## src/rtl/ssi_reader.sv

```systemverilog
module ssi_reader #(
  parameter int HALF_DIV   = 36,
  parameter int SAMPLE_DLY = 10,
  parameter int POS_W      = 32
) (
  input  logic                    clk,
  input  logic                    rst_n,
  input  logic                    start,
  input  logic [1:0]              fmt,
  input  logic                    gray,
  input  logic                    sdata,
  output logic                    sclk,
  output logic                    valid,
  output logic signed [POS_W-1:0] pos,
  output logic                    sens_err,
  output logic                    link_err
);

  localparam int FRAME_MAX = 32;
  localparam int REC_LEN   = 4 * HALF_DIV;
  localparam int CW        = $clog2(REC_LEN + 1);

  typedef enum logic [1:0] {S_IDLE, S_LOW, S_HIGH, S_REC} st_t;

  st_t                  state;
  logic [CW-1:0]        cnt;
  logic [5:0]           idx;
  logic [1:0]           fmt_q;
  logic                 gray_q;
  logic [FRAME_MAX-1:0] sh;
  logic [1:0]           sync;
  logic                 mono_bad;

  logic [5:0]           n_bits;
  logic [4:0]           w_bits;
  logic [POS_W-1:0]     mask, field, bin, ext;
  logic                 din;

  assign din = sync[1];

  always_comb begin
    case (fmt_q)
      2'd0:    begin n_bits = 6'd24; w_bits = 5'd22; end
      2'd1:    begin n_bits = 6'd25; w_bits = 5'd23; end
      2'd2:    begin n_bits = 6'd26; w_bits = 5'd24; end
      default: begin n_bits = 6'd32; w_bits = 5'd28; end
    endcase
  end

  assign mask  = (POS_W'(1) << w_bits) - POS_W'(1);
  assign field = POS_W'(sh) & mask;

  always_comb begin
    for (int i = 0; i < POS_W; i++)
      bin[i] = gray_q ? ^(field >> i) : field[i];
  end

  assign ext = bin[w_bits - 5'd1] ? (bin | ~mask) : bin;

  wire last_half = (cnt == CW'(HALF_DIV - 1));

  always_ff @(posedge clk or negedge rst_n) begin
    if (!rst_n) begin
      state    <= S_IDLE;
      cnt      <= '0;
      idx      <= '0;
      fmt_q    <= '0;
      gray_q   <= 1'b0;
      sh       <= '0;
      sync     <= 2'b11;
      mono_bad <= 1'b0;
      sclk     <= 1'b1;
      valid    <= 1'b0;
      pos      <= '0;
      sens_err <= 1'b0;
      link_err <= 1'b0;
    end else begin
      sync  <= {sync[0], sdata};
      valid <= 1'b0;
      case (state)
        S_IDLE: begin
          if (start) begin
            state    <= S_LOW;
            cnt      <= '0;
            idx      <= '0;
            fmt_q    <= fmt;
            gray_q   <= gray;
            mono_bad <= 1'b0;
            sclk     <= 1'b0;
          end
        end
        S_LOW: begin
          if (last_half) begin
            state <= S_HIGH;
            cnt   <= '0;
            sclk  <= 1'b1;
          end else begin
            cnt <= cnt + 1'b1;
          end
        end
        S_HIGH: begin
          if (cnt == CW'(SAMPLE_DLY)) begin
            if (idx < n_bits) sh <= {sh[FRAME_MAX-2:0], din};
            else              mono_bad <= din;
          end
          if (last_half) begin
            cnt <= '0;
            if (idx == n_bits) begin
              state    <= S_REC;
              valid    <= 1'b1;
              pos      <= ext;
              sens_err <= sh[n_bits[4:0] - 5'd1];
              link_err <= mono_bad;
            end else begin
              idx   <= idx + 1'b1;
              state <= S_LOW;
              sclk  <= 1'b0;
            end
          end else begin
            cnt <= cnt + 1'b1;
          end
        end
        default: begin
          if (cnt == CW'(REC_LEN - 1)) begin
            state <= S_IDLE;
            cnt   <= '0;
          end else begin
            cnt <= cnt + 1'b1;
          end
        end
      endcase
    end
  end

endmodule

```

## config.mk

```make
export PLATFORM = sky130hd
export DESIGN_NAME = ssi_reader
export DESIGN_NICKNAME = d
export VERILOG_FILES = /design/src/rtl/ssi_reader.sv
export SDC_FILE = /design/constraint.sdc
export NUM_CORES = 1
export LEC_CHECK = 0
export BUFFER_PORTS_ARGS = -buffer_cell sky130_fd_sc_hd__buf_2
export CORE_MARGIN = 8
export CORE_UTILIZATION = 40
export CTS_BUF_LIST = sky130_fd_sc_hd__clkbuf_4
export CTS_CLUSTER_DIAMETER = 80
export DETAILED_ROUTE_END_ITERATION = 7
export PLACE_DENSITY = 0.63
export SLEW_MARGIN = 20
export SYNTH_ARGS = -nofsm -noshare
export SYNTH_HDL_FRONTEND = slang
export SYNTH_SLANG_ARGS = --single-unit
```

## constraint.sdc

```tcl
create_clock -name clk -period 10.27 [get_ports clk]
set_clock_uncertainty 0.1 [all_clocks]
set_input_delay 1.027 -clock clk [delete_from_list [all_inputs] [get_ports clk]]
set_output_delay 1.027 -clock clk [all_outputs]
set_load 0.02 [all_outputs]
```

== Word-level counts from Yosys, hierarchy flattened ==
Index checks and enable logic that the tools add are counted.
Storage, ports and cells
  bits in registers: 90
  word-level logic and storage cells: 148
Operators by class
  $add $sub $neg: 5
  magnitude comparators: 3
  equality and inequality tests: 14
  shift operators: 1
  muxes and demuxes: 64
  bitwise logic cells: 3
  reductions and logical operators: 45
Operator list (number)
  32-bit parity: 32
  1-bit two-way mux: 43
  32-bit AND: 1
  32-bit two-way mux: 1
  32-bit inverter: 1
  32-bit bitwise OR: 1
  1-bit by 5-bit left shift with 32-bit output, first input constant: 1
  32-bit by 2-bit subtractor with 32-bit output, second input constant: 1
  8-bit two-way mux: 3
  6-bit two-way mux: 3
  6-bit case mux with 3 select lines: 1
  8-bit case mux with 2 select lines: 1
  5-bit by 6-bit < comparator with 1-bit output, second input constant: 2
  2-bit inequality test, second input constant: 6
  4-bit case mux with 3 select lines: 1
  6-bit case mux with 2 select lines: 1
  4-bit AND reduction: 3
  1-bit binary-select mux with 5-bit select: 2
  2-bit two-way mux: 5
  5-bit by 1-bit subtractor with 5-bit output, second input constant: 2
  8-bit by 1-bit adder with 8-bit output, second input constant: 1
  8-bit by 4-bit == test with 1-bit output, second input constant: 1
  8-bit by 6-bit == test with 1-bit output, second input constant: 1
  8-bit == test, second input constant: 1
  16 further kinds: 20

== Longest topological paths before layout ==
Gate-level depths: netlist of run 1.
  depth after elaboration: 10
  depth in mapped cells: 15

== Least setup slack after synthesis of run 1 ==
Ideal clock, no wire load.
  path type: register -> register
  from: register fmt_q[1]
  to: register pos[28]
  library setup time: 0.135 ns
  arrival time: 3.439 ns
  path slack: 6.596 ns
  stages on the path, launching flop included: 16
  period minus slack after synthesis: 3.674 ns
  path through: dfrtp_1 ha_1 buf_2 inv_1 ha_1 nor2b_1 clkbuf_1 a21boi_0 or4_1 o211a_1 o31a_1 a211oi_1 nand2_1 a311oi_2 buf_6 o31ai_1
Between the ends
  longest elaborated chain between the ends: 10
  elaborated cells on any way between the ends: 80
  those cells by class: add/sub (2); eq/ne (3); shift (1); mux (37); bitwise (3); reduce/logical (34)
RTL lines
  start: declaration: line 28  | logic [1:0] fmt_q;
  start signal: assignment: line 86  | fmt_q <= fmt;
  2-bit == test, or another cell as far along: line 42  | case (fmt_q)
  4-bit case mux with 3 select lines: line 42
  1-bit by 5-bit left shift with 32-bit output: line 50  | assign mask = (POS_W'(1) << w_bits) - POS_W'(1);
  32-bit by 2-bit subtractor with 32-bit output: line 50
  32-bit AND: line 51  | assign field = POS_W'(sh) & mask;
  32-bit parity: line 55  | bin[i] = gray_q ? ^(field >> i) : field[i];
  1-bit two-way mux: line 55
  1-bit binary-select mux with 5-bit select: line 58  | assign ext = bin[w_bits - 5'd1] ? (bin | ~mask) : bin;
  1-bit two-way mux (implied by the code): line 58
  32-bit two-way mux: line 58
  end signal: assignment: line 111  | pos <= ext;
  end: declaration: line 14  | output logic signed [POS_W-1:0] pos,
Several ways; a longest one is shown, not always the timed one. The select of a mux whose other input is x is not followed.
A chain may end at the register's enable or synchronous reset.

== Worst setup path after layout of run 1 ==
  from: register fmt_q[1]
  to: register pos[30]
Same word-level chain as after synthesis.

==> results of run 1 <==
[registers in the layout, indices dropped and copies added, names as in the netlist]
register,count
idx,6
sens_err,1
sh,32
cnt,8
sclk,1
state,2
fmt_q,2
link_err,1
gray_q,1
sync,2
pos,32
valid,1
mono_bad,1
[per-stage QoR]
step           instances  hold WS [ps]
6_report             806           263
5_1_grt              806           277
4_1_cts              806           273
3_5_place_dp         790           257
3_3_place_gp         790           248
2_1_floorplan        590           245
[cell usage in the layout (no fill, tap or decap), types with 5 or more instances in the layout]
master,instances
a21oi_1,27
and3_1,10
buf_2,41
buf_4,6
clkbuf_4,9
dfrtp_1,87
ha_1,21
inv_1,16
mux2_2,38
mux2i_1,14
nand2_1,66
nand3_1,14
nand4_1,6
nor2_1,38
nor2b_1,7
nor3_1,11
o21ai_0,42
o31ai_1,15
xnor2_1,41
xnor3_1,5
xor2_1,25
[area by class of cell]
type                       count  area share
clock inverter                 7      0.0119
clock buffer                   9      0.0107
timing repair buffer          47      0.0398
sequential                    90       0.359
inverter                      18      0.0107
multi-input combinational    451       0.531
tap                          184      0.0366
[cells by family (layout without fill, tap and decap cells)]
logic type | after synthesis | count (layout)
AND/OR/NAND/NOR | 173 | 173
XOR/XNOR | 77 | 77
flip-flops | 90 | 90
multiplexers | 55 | 55
AO/OA/AOI/OAI | 124 | 124
buffers and inverters | 49 | 81
other | 1 | 1
adder cells (fa/ha/maj) | 21 | 21
[layer usage]
metal / up-vias / routed length, µm / track usage
met5: - / 0 / 0
met4: 0 / 308 / 0.0653
met3: 23 / 611 / 0.0262
met2: 128 / 6300 / 0.241
met1: 2199 / 6310 / 0.203
li1: 2126 / - / -
[final timing paths]
kind,from,endpoint,slack [ps]
worst max-delay path,fmt_q[1]$_DFFE_PN0P_,pos[30]$_DFFE_PN0P_,5010
max in group asynchronous,rst_n,sh[23]$_DFFE_PN0P_,8590
min in group asynchronous,rst_n,sh[18]$_DFFE_PN0P_,370
worst min-delay path,sync[0]$_DFF_PN1_,sync[1]$_DFF_PN1_,260
worst max register to register,fmt_q[1]$_DFFE_PN0P_,pos[30]$_DFFE_PN0P_,5010
worst min register to register,sync[0]$_DFF_PN1_,sync[1]$_DFF_PN1_,260
[where the power goes]
part	switching [mW]	internal, mW
Clock	0.132	0.0765
Combinational	0.00810	0.00181
Sequential	0.000435	0.355
Total	0.140	0.434
[worst max-delay path: cells and delay by family, from the launching register on]
kind,cells,cell delay [ps]
buf+inv,1,230
xor+xnor,4,1210
fa+ha+maj,2,950
compound gates,4,1470
flops,1,460
simple gates,1,690
==> impl_metrics.csv, run 1 <==
group,metric,value,unit
status,result_of_the_run,"complete, no violations",
global_routing,overflow,0,
logic_synthesis,number_of_enable_flip_flop_cells_after_synthesis,0,
logic_synthesis,synth_area_in_simple_gates,0.138,
setup_path,critical-path-slowest-cell,"a311oi_2",
detailed_routing,route.antenna.remaining_nets,0,
power_and_ir_drop,p_per_area,91.3,nW/µm²
logic_synthesis,synthesis.area_per_instance,9.83,µm²
global_routing,first_global_vias,4557,
global_routing,grtUsageTotal,0.153,
logic_synthesis,yosys.cell_count.top_type,"dfrtp_1",
setup_path,path_max_fanout,12,
floorplanning,floorplan.rows,44,
sta,period_share,0.512,
power_and_ir_drop,leakage,2.76,nW
detailed_routing,wirelength,13500,µm
setup_path,timing.setup.critical_path_class,"reg -> reg",
sta,maxSlewHeadroom,0.390,
final_layout,post_route_cells_drive_above_1_share,0.193,
logic_synthesis,synth_fa_ha_area_frac,0.0453,
setup_path,worst_setup_path_start_kind,"register",
detailed_routing,drt_first_iter_violations,256,
sta,worst-slew-pin-transition,914,ps
floorplanning,fp.coreArea,14400,µm²
floorplanning,dieHeight,136,µm
logic_synthesis,yosys_register_bits,90,
flow_run,drv.max_cap_violation_count,0,
detailed_routing,detail_route.wl_per_cell,16.8,µm
setup_path,worst-endpoint-required,10500,ps
final_layout,final_net_count,645,
logic_synthesis,synth_top_area_cell,"dfrtp_1",
sta,grt_setup_unrepaired,"no",
global_routing,grt_max_degree,61,
clocking,clkLatencyLatePin,460,ps
sta,max_freq,190,MHz
clocking,tritoncts_clock_tree,"built",
logic_synthesis,synth.area.mux_share,0.110,
logic_synthesis,synthesized_cell_area,5800,µm²
logic_synthesis,syn_nets,618,
setup_path,critPathMaxStageDelay,810,ps
placed_design,routabilityCongestion,0.863,
floorplanning,die_x,136,µm
setup_path,path_cells,"ha_1, inv_1, ha_1, nor2b_1, xnor3_1, xor2_1, xnor3_2, xor2_2, a21oi_1, a311o_1, a311oi_2, o41ai_1",
final_layout,fin_area,6290,µm²
sta,setup_tns,0,ps
detailed_routing,drtPass1Iterations,6,
logic_synthesis,synth-xor-area-share,0.144,
detailed_routing,num_vias,4476,
floorplanning,ios,43,
sta,report.final.hold_viol_count,0,
clocking,clock_tree.buffer_depth,2,
clocking,cts.htree.levels,3,
clocking,cts_inserted_buffers,9,
power_and_ir_drop,worst_ir_drop_vdd,52.0,µV
logic_synthesis,ys_dominant_reg_cell,"dfrtp_1",
setup_path,timing.critical_path.to_type,"register",
floorplanning,starting_density_of_the_core,0.404,
sta,drv_slew,0,
setup_path,cpMostUsedCell,"ha_1",
floorplanning,fp.dieArea,18600,µm²
clocking,post_cts_setup_repair_bufs,0,
final_layout,n_fill_cell,1407,
power_and_ir_drop,p_total,0.574,mW
hold_path,hold_path_depth,0,
logic_synthesis,synth.area.top_cells,"dfrtp_1 38%, mux2_2 7.4%, xnor2_1 6.2%, ha_1 4.5%, nand2_1 4.3%",
sta,timing.final.crit_period,5260,ps
logic_synthesis,synth-async-reset-ratio,1.00,
logic_synthesis,yosysWarnings,0,
placed_design,port_buffers,42,
placed_design,place_hpwl,9710,µm
final_layout,multi_input_comb_area,3340,µm²
placed_design,dp_area,6140,µm²
global_routing,antenna_violations_before_repair,0,
final_layout,finalCoreUtilization,0.437,
clocking,cts_resized,0,
setup_path,crit_arrival,5490,ps
clocking,clock_root_buffer,"clkbuf_4",
detailed_routing,drt_drc_violations_left,0,
logic_synthesis,synth_compound_gate_area_share,0.138,
sta,final_critical_path_setup_slack,5010,ps
logic_synthesis,seq_area_frac_synth,0.389,
final_layout,seqCellArea,2260,µm²
final_layout,diodes,0,
placed_design,dpl_worst_slack,5010,ps
logic_synthesis,synth.top_cell.area_share,0.375,
final_layout,area_delta_synth_final,8.42,%
clocking,cts_sinks,90,
logic_synthesis,synth.top_cells.by_count,"87 x dfrtp_1, 66 x nand2_1, 42 x o21ai_0",
clocking,cts.clk_slew.worst_paths,160,ps
logic_synthesis,syn_inst,590,
hold_path,hold_class,"reg -> reg",
sta,setup_viol_count_final,0,
global_routing,global_route_wire_length_before_repair,22900,µm
setup_path,worst_r2r_path_depth,12,
clocking,cts_hold_buf,0,
logic_synthesis,dominant_combinational_cell_family_by_area_after_synthesis,"XOR/XNOR gates",
detailed_routing,routed_via_density,5.55,
logic_synthesis,netlist-cell-type-count,66,
Note: power is estimated with default switching activity, not from simulation.
==> run 2: changes to the inputs <==
- ABC_AREA: unset -> 1
- PLACE_DENSITY: 0.63 -> 0.65
- clock period: 10.27 -> 4.65 ns (I/O delays scaled with it)
==> run 2 against run 1 <==
Setup slack worse by 4200 ps. Register-to-register slack worse by 4200 ps. Hold slack worse by 150 ps. Die area up 8.7%.
==> impl_metrics.csv, run 2 <==
group,metric,value,unit
global_routing,antenna_violations_before_repair,0,
logic_synthesis,yosysWarnings,0,
power_and_ir_drop,fraction_of_power_consumed_by_the_clock_network,0.141,
logic_synthesis,syn_nets,875,
logic_synthesis,yosys.cell_count.top_type,"nand2_1",
floorplanning,dieHeight,142,µm
clocking,cts_sinks,90,
final_layout,finalCoreUtilization,0.440,
power_and_ir_drop,p_per_area,438,nW/µm²
sta,setup_tns,0,ps
setup_path,rr_startpoint,"fmt_q[1]$_DFFE_PN0P_",
logic_synthesis,synth.top_cell.area_share,0.342,
clocking,cts.htree.levels,3,
sta,period_share,0.819,
power_and_ir_drop,worst_ir_drop_vdd,191,µV
logic_synthesis,netlist-cell-type-count,46,
detailed_routing,num_vias,5518,
final_layout,most_common_library_cell_in_the_layout_ignoring_fill_and_taps,"nand2_1",
global_routing,overflow,0,
detailed_routing,route.antenna.remaining_nets,0,
setup_path,worst_setup_path_start_kind,"register",
sta,drv_slew,0,
logic_synthesis,ys_dominant_reg_cell,"dfrtp_1",
final_layout,area_delta_synth_final,8.51,%
power_and_ir_drop,p_total,3.03,mW
hold_path,hold_class,"in -> reg",
power_and_ir_drop,power.share.combinational,0.557,
power_and_ir_drop,power_switching_share,0.495,
setup_path,source_of_the_critical_timing_path,"fmt_q[1]$_DFFE_PN0P_",
hold_path,timing.hold.worst.start,"fmt[0]",
sta,grt_setup_unrepaired,"no",
clocking,post_cts_setup_repair_bufs,0,
power_and_ir_drop,power.switching,1.50,mW
floorplanning,die_x,142,µm
clocking,cts.clk_slew.worst_paths,140,ps
setup_path,timing.critical_path.max_delay_family,"buffers and inverters",
logic_synthesis,yosys_register_bits,90,
detailed_routing,drt_first_iter_violations,356,
power_and_ir_drop,internal_power,1.53,mW
sta,maxSlewHeadroom,0.325,
clocking,tritoncts_clock_tree,"built",
detailed_routing,wirelength,15700,µm
setup_path,critical-path-slowest-cell,"clkinv_1",
power_and_ir_drop,leakage,3.37,nW
global_routing,global_route_wire_length_before_repair,26700,µm
hold_path,min_delay_worst_endpoint,"fmt_q[0]$_DFFE_PN0P_",
global_routing,grtUsageTotal,0.166,
setup_path,path_cells,"ha_1, inv_2, ha_1, nand2_1, nor3_1, nand2_1, buf_4, clkinv_1, o22ai_1, inv_1",
sta,setup_viol_count_final,0,
setup_path,worst_r2r_path_depth,10,
clocking,clkLatencyLatePin,500,ps
sta,report.final.hold_viol_count,0,
sta,max_freq,263,MHz
setup_path,critPathMaxStageDelay,910,ps
setup_path,critical_path_cell_count,10,
final_layout,fin_area,6910,µm²
flow_run,drv.max_cap_violation_count,0,
floorplanning,ios,43,
floorplanning,fp.dieArea,20200,µm²
setup_path,timing.setup.critical_path_class,"reg -> reg",
placed_design,dp_area,6760,µm²
final_layout,reg.largest.list,"pos: 32 flops, sh: 32 flops, cnt: 8 flops",
placed_design,port_buffers,42,
final_layout,most-common-layout-cells,"207 x nand2_1, 87 x dfrtp_1, 72 x inv_1",
clocking,cts_inserted_buffers,9,
setup_path,worst-endpoint-required,4940,ps
setup_path,path_max_fanout,35,
logic_synthesis,seq_area_frac_synth,0.354,
floorplanning,fp.coreArea,15700,µm²
detailed_routing,detail_route.wl_per_cell,14.3,µm
logic_synthesis,synth.area.top_cells,"dfrtp_1 34%, nand2_1 12%, xnor2_1 5.6%, nand3_1 5.3%, xor2_1 4.8%",
detailed_routing,drt_drc_violations_left,0,
detailed_routing,drtPass1Iterations,5,
floorplanning,starting_density_of_the_core,0.405,
logic_synthesis,synthesized_cell_area,6370,µm²
setup_path,timing.critical_path.to_type,"register",
final_layout,final_net_count,908,
global_routing,grt_max_degree,50,
floorplanning,floorplan.rows,46,
detailed_routing,routed_via_density,5.01,
setup_path,crit_arrival,4090,ps
clocking,clock_tree.buffer_depth,2,
status,result_of_the_run,"complete, no violations",
logic_synthesis,synth-async-reset-ratio,1.00,
setup_path,reg2reg_slack,840,ps
placed_design,place_hpwl,12100,µm
logic_synthesis,number_of_enable_flip_flop_cells_after_synthesis,0,
hold_path,hold_path_depth,3,
sta,worst-slew-pin-transition,1010,ps
clocking,clock_root_buffer,"clkbuf_4",
logic_synthesis,synth.top_cells.by_count,"207 x nand2_1, 87 x dfrtp_1, 72 x inv_1",
logic_synthesis,syn_inst,847,
sta,whs,114,ps
final_layout,post_route_cells_drive_above_1_share,0.163,
global_routing,first_global_vias,5272,
logic_synthesis,synth_top_area_cell,"dfrtp_1",
setup_path,critical_path.reg2reg.endpoint,"pos[12]$_DFFE_PN0P_",
setup_path,cp_num_buf_inv,4,
placed_design,routabilityCongestion,0.901,
final_layout,diodes,0,
logic_synthesis,synthesis.area_per_instance,7.52,µm²
sta,timing.final.crit_period,3810,ps
power_and_ir_drop,pwr-share-seq,0.302,
-- run 2: logic make-up after synthesis --
| logic type | count (synthesis) | synth area share |
|---|---|---|
| AND/OR/NAND/NOR | 408 | 0.291 |
| AO/OA/AOI/OAI | 132 | 0.119 |
| buffers and inverters | 112 | 0.0737 |
| flip-flops | 90 | 0.354 |
| XOR/XNOR | 77 | 0.109 |
| adder cells (fa/ha/maj) | 21 | 0.0413 |
| multiplexers | 6 | 0.0106 |
| other | 1 | 0.000589 |
-- run 2: per-stage QoR --
step	instances	setup WS, ps
6_report	1101	843
5_1_grt	1101	420
4_1_cts	1101	859
3_5_place_dp	1083	880
3_3_place_gp	1083	993
2_1_floorplan	847	1840
-- run 2: area by class of cell --
cell class | count | area, µm²
well taps | 216 | 270
clock buffers | 9 | 67.6
repair buffers | 53 | 300
flip-flops and latches | 90 | 2260
clock inverters | 7 | 60.1
fillers | 1599 | 8800
multi-input cells | 645 | 3650
inverters | 81 | 308
-- run 2: worst max path at each step --
stage	to	slack, ps
detailed placement	pos[8]$_DFFE_PN0P_	880
global placement	pos[8]$_DFFE_PN0P_	990
CTS	pos[8]$_DFFE_PN0P_	860
global route	pos[8]$_DFFE_PN0P_	420
finish	pos[12]$_DFFE_PN0P_	840
floorplan	pos[16]$_DFFE_PN0P_	1840
-- run 2: timing repair --
action / CTS / global route
hold buffers: 2 / 0
gates resized for setup: 0 / 0
endpoints found under the hold margin: 46 / 0
setup endpoints to repair: 0 / 0
-- run 2: layer usage --
layer,wire [µm],global-route usage,vias up,part of all wire
li1,-,-,2808,-
met1,7440,0.214,2567,0.47
met2,7160,0.265,115,0.46
met3,741,0.0319,28,0.047
met4,394,0.0701,0,0.025
met5,0,0,-,0
-- run 2: worst reg2reg max path, stage by stage, from the launching register on --
cell and delay [ps]:
dfrtp_1 450, ha_1 560, inv_2 180, ha_1 340, nand2_1 100, nor3_1 90
nand2_1 80, buf_4 360, clkinv_1 930, o22ai_1 470, inv_1 60
-- run 2: power by group through the flow --
stage / sequential, mW / clock (mW) / combinational [mW]
after floorplan: 0.915 / 0 / 1.32
after global placement: 0.926 / 0 / 1.67
after detailed placement: 0.929 / 0 / 1.67
after CTS: 0.914 / 0.445 / 1.68
after global routing: 0.925 / 0.483 / 1.88
final: 0.914 / 0.428 / 1.69
